`config.mk`:
```
export PLATFORM = sky130hd
export DESIGN_NAME = pair_product_combiner
export DESIGN_NICKNAME = d
export VERILOG_FILES = /design/src/rtl/ppc_pkg.sv /design/src/rtl/ppc_in_stage.sv /design/src/rtl/ppc_arith.sv /design/src/rtl/ppc_out_stage.sv /design/src/rtl/pair_product_combiner.sv
export SDC_FILE = /design/constraint.sdc
export NUM_CORES = 2
export LEC_CHECK = 0
export BUFFER_PORTS_ARGS = -buffer_cell sky130_fd_sc_hd__buf_2
export CAP_MARGIN = 40
export CORE_ASPECT_RATIO = 0.75
export CORE_MARGIN = 5
export CORE_UTILIZATION = 65
export DETAILED_ROUTE_END_ITERATION = 8
export HOLD_SLACK_MARGIN = 0.03
export PLACE_DENSITY = 0.94
export SLEW_MARGIN = 40
export SYNTH_ARGS = -nofsm -noshare
export SYNTH_HDL_FRONTEND = slang
export SYNTH_SLANG_ARGS = --single-unit
```
`constraint.sdc`:
```
create_clock -name clk -period 20.9 [get_ports clk]
set_input_delay 4.18 -clock clk [delete_from_list [all_inputs] [get_ports clk]]
set_output_delay 4.18 -clock clk [all_outputs]
set_load 0.01 [all_outputs]
```
`src/rtl/ppc_pkg.sv`:
```
package ppc_pkg;

  // Per-result control bits captured together with the operands.
  typedef struct packed {
    logic sgn_a;
    logic sgn_b;
    logic rnd;
    logic sat;
    logic zero_fb;
  } ppc_ctrl_t;

  localparam int unsigned PPC_LANES = 4;

endpackage

```
`src/rtl/ppc_in_stage.sv`:
```
module ppc_in_stage
  import ppc_pkg::*;
#(
  parameter int unsigned DW    = 18,
  parameter int unsigned LANES = PPC_LANES
) (
  input  logic                       clk,
  input  logic                       aclr,
  input  logic                       en,
  input  logic [LANES-1:0][DW-1:0]   ops_d,
  input  ppc_ctrl_t                  ctrl_d,
  output logic [LANES-1:0][DW-1:0]   ops_q,
  output ppc_ctrl_t                  ctrl_q
);

  for (genvar g = 0; g < LANES; g++) begin : g_lane
    always_ff @(posedge clk or posedge aclr) begin
      if (aclr)    ops_q[g] <= '0;
      else if (en) ops_q[g] <= ops_d[g];
    end
  end

  always_ff @(posedge clk or posedge aclr) begin
    if (aclr)    ctrl_q <= '0;
    else if (en) ctrl_q <= ctrl_d;
  end

endmodule

```
`src/rtl/ppc_arith.sv`:
```
module ppc_arith
  import ppc_pkg::*;
#(
  parameter int unsigned DW       = 18,
  parameter bit          SUBTRACT = 1'b0
) (
  input  logic [DW-1:0]   a0,
  input  logic [DW-1:0]   b0,
  input  logic [DW-1:0]   a1,
  input  logic [DW-1:0]   b1,
  input  ppc_ctrl_t       ctrl,
  output logic [2*DW-1:0] res_o,
  output logic            range_exceeded_o,
  output logic            sat_event_o
);

  localparam int unsigned EW = DW + 1;     // operand with sign/zero extension
  localparam int unsigned PW = 2 * EW;     // exact product
  localparam int unsigned SW = PW + 2;     // sum plus rounding headroom
  localparam int unsigned RW = 2 * DW;     // visible result

  function automatic logic signed [EW-1:0] extend_op(input logic [DW-1:0] v,
                                                     input logic is_signed);
    return is_signed ? $signed({v[DW-1], v}) : $signed({1'b0, v});
  endfunction

  function automatic logic signed [PW-1:0] mul_op(input logic signed [EW-1:0] x,
                                                  input logic signed [EW-1:0] y);
    logic signed [PW-1:0] xw;
    logic signed [PW-1:0] yw;
    xw = PW'(x);
    yw = PW'(y);
    return xw * yw;
  endfunction

  function automatic logic signed [SW-1:0] merge(input logic signed [PW-1:0] p0,
                                                 input logic signed [PW-1:0] p1);
    logic signed [SW-1:0] w0;
    logic signed [SW-1:0] w1;
    w0 = SW'(p0);
    w1 = SW'(p1);
    return SUBTRACT ? (w0 - w1) : (w0 + w1);
  endfunction

  function automatic logic signed [SW-1:0] round_half(input logic signed [SW-1:0] s);
    logic signed [SW-1:0] t;
    t = s + (SW'(1) << (DW - 1));
    return $signed({t[SW-1:DW], {DW{1'b0}}});
  endfunction

  function automatic logic out_of_range(input logic signed [SW-1:0] s,
                                        input logic signed_range);
    logic [SW-RW:0] hi_s;
    logic [SW-RW-1:0] hi_u;
    hi_s = s[SW-1:RW-1];
    hi_u = s[SW-1:RW];
    if (signed_range) return !((&hi_s) || (~|hi_s));
    else              return |hi_u;
  endfunction

  function automatic logic [RW-1:0] clamp_value(input logic negative,
                                                input logic signed_range);
    if (signed_range) return negative ? {1'b1, {(RW-1){1'b0}}} : {1'b0, {(RW-1){1'b1}}};
    else              return negative ? '0 : '1;
  endfunction

  logic signed [EW-1:0] xa0, xb0, xa1, xb1;
  logic signed [PW-1:0] prod0, prod1;
  logic signed [SW-1:0] combined, shaped;
  logic                 signed_range;

  always_comb begin
    xa0          = extend_op(a0, ctrl.sgn_a);
    xb0          = extend_op(b0, ctrl.sgn_b);
    xa1          = extend_op(a1, ctrl.sgn_a);
    xb1          = extend_op(b1, ctrl.sgn_b);
    prod0        = mul_op(xa0, xb0);
    prod1        = mul_op(xa1, xb1);
    combined     = merge(prod0, prod1);
    shaped       = ctrl.rnd ? round_half(combined) : combined;
    signed_range = ctrl.sgn_a | ctrl.sgn_b;
    range_exceeded_o = out_of_range(shaped, signed_range);
    sat_event_o  = ctrl.sat & range_exceeded_o;
    res_o        = sat_event_o ? clamp_value(shaped[SW-1], signed_range)
                               : shaped[RW-1:0];
  end

endmodule

```
`src/rtl/ppc_out_stage.sv`:
```
module ppc_out_stage #(
  parameter int unsigned DW = 18
) (
  input  logic            clk,
  input  logic            aclr,
  input  logic            en,
  input  logic [2*DW-1:0] res_d,
  input  logic            ovf_d,
  output logic [2*DW-1:0] res_q,
  output logic            ovf_q,
  output logic [DW-1:0]   fb_o
);

  localparam int unsigned RW = 2 * DW;

  always_ff @(posedge clk or posedge aclr) begin
    if (aclr) begin
      res_q <= '0;
      ovf_q <= 1'b0;
    end else if (en) begin
      res_q <= res_d;
      ovf_q <= ovf_d;
    end
  end

  // Upper half of the registered result; the low half is not fed back.
  assign fb_o = res_q[RW-1:DW];

endmodule

```
`src/rtl/pair_product_combiner.sv`:
```
module pair_product_combiner
  import ppc_pkg::*;
#(
  parameter int unsigned DW       = 18,
  parameter bit          SUBTRACT = 1'b0,
  parameter bit          LOOPBACK = 1'b0
) (
  input  logic            clk,
  input  logic            aclr,
  input  logic            en,
  input  logic [DW-1:0]   op_a0,
  input  logic [DW-1:0]   op_b0,
  input  logic [DW-1:0]   op_a1,
  input  logic [DW-1:0]   op_b1,
  input  logic            sign_a,
  input  logic            sign_b,
  input  logic            round_en,
  input  logic            sat_en,
  input  logic            zero_fb,
  output logic [2*DW-1:0] result,
  output logic            overflow
);

  localparam int unsigned RW = 2 * DW;

  logic [PPC_LANES-1:0][DW-1:0] ops_d, ops_q;
  ppc_ctrl_t                    ctrl_d, ctrl_q;
  logic [DW-1:0]                fb_word;
  logic [DW-1:0]                a0_used;
  logic [RW-1:0]                res_next;
  logic                         range_exceeded;
  logic                         sat_event;
  logic                         sat_armed;
  logic                         round_armed;

  assign ops_d  = {op_b1, op_a1, op_b0, op_a0};
  assign ctrl_d = '{sgn_a: sign_a, sgn_b: sign_b, rnd: round_en,
                    sat: sat_en, zero_fb: zero_fb};

  ppc_in_stage #(.DW(DW), .LANES(PPC_LANES)) u_in (
    .clk    (clk),
    .aclr   (aclr),
    .en     (en),
    .ops_d  (ops_d),
    .ctrl_d (ctrl_d),
    .ops_q  (ops_q),
    .ctrl_q (ctrl_q)
  );

  // First multiplier a-operand: captured input, or the fed-back upper half.
  always_comb begin
    if (LOOPBACK) a0_used = ctrl_q.zero_fb ? '0 : fb_word;
    else          a0_used = ops_q[0];
  end

  ppc_arith #(.DW(DW), .SUBTRACT(SUBTRACT)) u_arith (
    .a0               (a0_used),
    .b0               (ops_q[1]),
    .a1               (ops_q[2]),
    .b1               (ops_q[3]),
    .ctrl             (ctrl_q),
    .res_o            (res_next),
    .range_exceeded_o (range_exceeded),
    .sat_event_o      (sat_event)
  );

  ppc_out_stage #(.DW(DW)) u_out (
    .clk   (clk),
    .aclr  (aclr),
    .en    (en),
    .res_d (res_next),
    .ovf_d (sat_event),
    .res_q (result),
    .ovf_q (overflow),
    .fb_o  (fb_word)
  );

  // Named copies of captured controls for the checker.
  assign sat_armed   = ctrl_q.sat;
  assign round_armed = ctrl_q.rnd;

endmodule

```
==> run_results.csv <==
group,metric,value,unit
floorplanning,die_w,269,um
synth,synth_area_leaders,"fa_1 50%, inv_1 9.8%, dfrtp_1 8.6%",
sta,post-route-min-period,11680,ps
sta,rsz0062_at_grt,"false",
detailed_routing,totalWireLength,85.8,mm
worst_setup_path,timing.rr.end,"u_out.res_q[20]$_DFFE_PP0P_",
sta,setup_ws,9220,ps
floorplanning,dieArea,55000,um^2
worst_setup_path,cpMaxStageDelayCell,"dfrtp_1",
cells_and_area,nFillCells,3425,
synth,syn_area,32700,um^2
detailed_routing,drc_errors,0,
synth,async_reset_ff_share,100,%
worst_setup_path,reg2regPathDepth,29,
synth,yosysTopAreaCellShare,50.4,%
detailed_routing,num_vias,24300,
synth,ys_ff_latch,113,
floorplanning,die_h,204,um
global_route,antenna_found_initial,0,
synth,yosysWarnings,0,
worst_setup_path,r2r_slack,9220,ps
sta,finalSetupViolCount,0,
synth,ys.flop_type,"dfrtp_1",
floorplanning,num_rows,71,
worst_setup_path,path_common_cell,"fa_1",
placed_design,routabilityCongestion,0.942,
cts,htreeDepth,4,
placed_design,post-dp-hpwl,69.5,mm
min_path,hold_path.class,"reg2reg",
sta,fin_skew,10.1,ps
cts,cts_tree,"yes",
synth,yosys.area.top_type,"fa_1",
worst_setup_path,path_class,"reg2reg",
synth,synthesis.nets,4512,
synth,syn-mean-instance-area,9.53,um^2
global_route,track_usage,32.5,%
cts,clk_transition_reported_paths,60,ps
cts,cts-hold-fix-buffers,0,
worst_setup_path,cp-endpoint,"u_out.res_q[20]$_DFFE_PP0P_",
worst_setup_path,reg2reg_from,"u_in.ctrl_q[4]$_DFFE_PP0P_",
cts,cts_resized,0,
cells_and_area,multiInputGateArea,25900,um^2
cts,cts.sinks,113,
run,drv_cap,0,
cells_and_area,syn2layout_area_growth,4.03,%
placed_design,port_buffers,115,
sta,drv_slew,0,
global_route,grt_overflow_total,0,
cts,clkLatencyLatePin,480,ps
cts,cts_buffers,17,
synth,ys_types,67,
sta,max_freq,85.6,MHz
worst_setup_path,max_stage_delay,940,ps
sta,setup_tns,0,ps
worst_setup_path,setup.worst_path.start_class,"flop",
floorplanning,initial_utilization,65.5,%
floorplanning,io_pins,117,
worst_setup_path,crit_start,"u_in.ctrl_q[4]$_DFFE_PP0P_",
cells_and_area,drive_gt1_share,8.96,%
detailed_routing,detail-route-antenna-nets,0,
worst_setup_path,cp_max_fo,24,
sta,min_period_over_period,55.9,%
sta,hold_violations,0,
detailed_routing,first_pass_iters,6,
cts,clock-root-buffer,"clkbuf_16",
worst_setup_path,crit_required,21260,ps
cells_and_area,nets,4469,
detailed_routing,first_iter_violations,2177,
global_route,grt_max_degree,72,
synth,synth_seq_area_share,8.64,%
cells_and_area,seqCellArea,2860,um^2
synth,synth-edff-count,0,
detailed_routing,vias_per_cell,5.97,
cts,post_cts_buffers,0,
worst_setup_path,crit_path_end_kind,"flop",
sta,max_slew_margin,36.6,%
cells_and_area,num_antenna_cells,0,
worst_setup_path,cp.arrival,12040,ps
synth,syn_inst,3435,
cts,clockBufferDepth,2,
placed_design,dp_slack,9580,ps
sta,worstMarginPinSlew,951,ps
outcome,status,"completed",
detailed_routing,wire_per_inst,21.1,um
global_route,grt_pass1_wl,140,mm
global_route,grt_pass1_vias,27900,
floorplanning,core_area,50000,um^2
[cells in the final DEF, fill, tap and decap left out, types with 3 or more instances in the layout]
cell type | Yosys | routed
a21oi_1 | 71 | 71
a21boi_0 | 3 | 3
o211ai_1 | 7 | 7
nor2_1 | 82 | 82
nand2_1 | 478 | 478
clkbuf_1 | 177 | 4
nand3_1 | 31 | 31
a311o_1 | 14 | 14
mux2_2 | 78 | 78
dfrtp_2 | 0 | 26
nand2b_1 | 6 | 6
a31oi_1 | 3 | 3
inv_1 | 857 | 856
a21o_1 | 13 | 13
clkbuf_16 | 0 | 17
dfrtp_1 | 113 | 87
xor2_1 | 24 | 24
nand4b_1 | 5 | 5
ha_1 | 172 | 172
buf_4 | 0 | 15
fa_1 | 825 | 824
and2_1 | 249 | 249
xnor2_1 | 44 | 44
clkinvlp_4 | 0 | 4
o21ai_0 | 23 | 23
nor2b_1 | 17 | 17
nand4_1 | 14 | 14
nor3_1 | 14 | 14
and3_1 | 20 | 20
or2_2 | 19 | 19
o21ai_1 | 5 | 5
clkinv_2 | 0 | 6
buf_2 | 10 | 114
o21a_1 | 8 | 7
[final cells by class]
cell class,instances,share of cell area [%]
Clock buffer,21,1.29
Clock inverter,11,0.202
Inverter,857,9.45
Multi-Input combinational cell,2272,76.2
Sequential cell,113,8.40
Tap cell,657,2.41
Timing Repair Buffer,131,2.07
[worst max-delay path, delay by kind of cell, from the launching register on]
family / cells / cell delay [ps]
fa+ha+maj: 9 / 4600
simple gates: 9 / 3630
flops: 1 / 940
mux: 2 / 640
compound gates: 2 / 690
buf+inv: 6 / 800
xor+xnor: 1 / 250
[synthesized netlist by cell type, types with 20 or more instances]
library cell and n:
and2_1 249, inv_1 857, nor2_1 82, nand3_1 31, xnor2_1 44, dfrtp_1 113, xor2_1 24, and3_1 20
fa_1 825, clkbuf_1 177, a21oi_1 71, ha_1 172, mux2_2 78, o21ai_0 23, nand2_1 478
[metrics by stage]
step / cells / hold WS (ps) / instance area (um^2) / util [%]
floorplan: 3435 / 553 / 32700 / -
global placement: 4030 / 493 / 33500 / 67.0
detailed placement: 4030 / 511 / 33500 / 67.0
CTS: 4062 / 525 / 34000 / 68.0
global route: 4062 / 534 / 34100 / 68.1
finish: 4062 / 522 / 34100 / 68.1
[how the worst min path moves through the flow]
stage | start | end | slack (ps) | cells after the start
floorplan | u_out.res_q[30]$_DFFE_PP0P_ | u_out.res_q[30]$_DFFE_PP0P_ | 550 | 2
global placement | u_in.ops_q[26]$_DFFE_PP0P_ | u_in.ops_q[26]$_DFFE_PP0P_ | 490 | 1
detailed placement | u_out.res_q[15]$_DFFE_PP0P_ | u_out.res_q[15]$_DFFE_PP0P_ | 510 | 2
CTS | u_out.res_q[15]$_DFFE_PP0P_ | u_out.res_q[15]$_DFFE_PP0P_ | 520 | 2
global route | u_out.res_q[30]$_DFFE_PP0P_ | u_out.res_q[30]$_DFFE_PP0P_ | 530 | 2
finish | u_out.res_q[15]$_DFFE_PP0P_ | u_out.res_q[15]$_DFFE_PP0P_ | 520 | 2
[kinds of logic (layout without fill, tap and decap cells)]
kind of cell	Yosys count	in the layout	synth area share [%]
buf+inv	1050	1020	12.1
fa+ha+maj	997	997	57.0
simple gates	954	954	14.1
compound gates	173	173	3.57
flops	113	113	8.64
mux	80	80	2.74
xor+xnor	68	68	1.82
[sequential cells by signal, summed over array words and instances, names as in the netlist]
name,flops
u_in.ops_q,72
u_out.res_q,36
u_in.ctrl_q,4
u_out.ovf_q,1
[per-layer routing]
layer / track usage [%] / part of all wire [%] / wire length, um / vias up
li1: - / - / - / 9858
met1: 38.0 / 33 / 28200 / 12300
met2: 55.0 / 49 / 42400 / 1611
met3: 7.57 / 9.8 / 8380 / 522
met4: 20.7 / 7.9 / 6780 / 0
met5: 0 / 0 / 0 / -
Power is not shown: default switching activity piles up to over one toggle a cycle in this logic, so the estimate is an artifact.
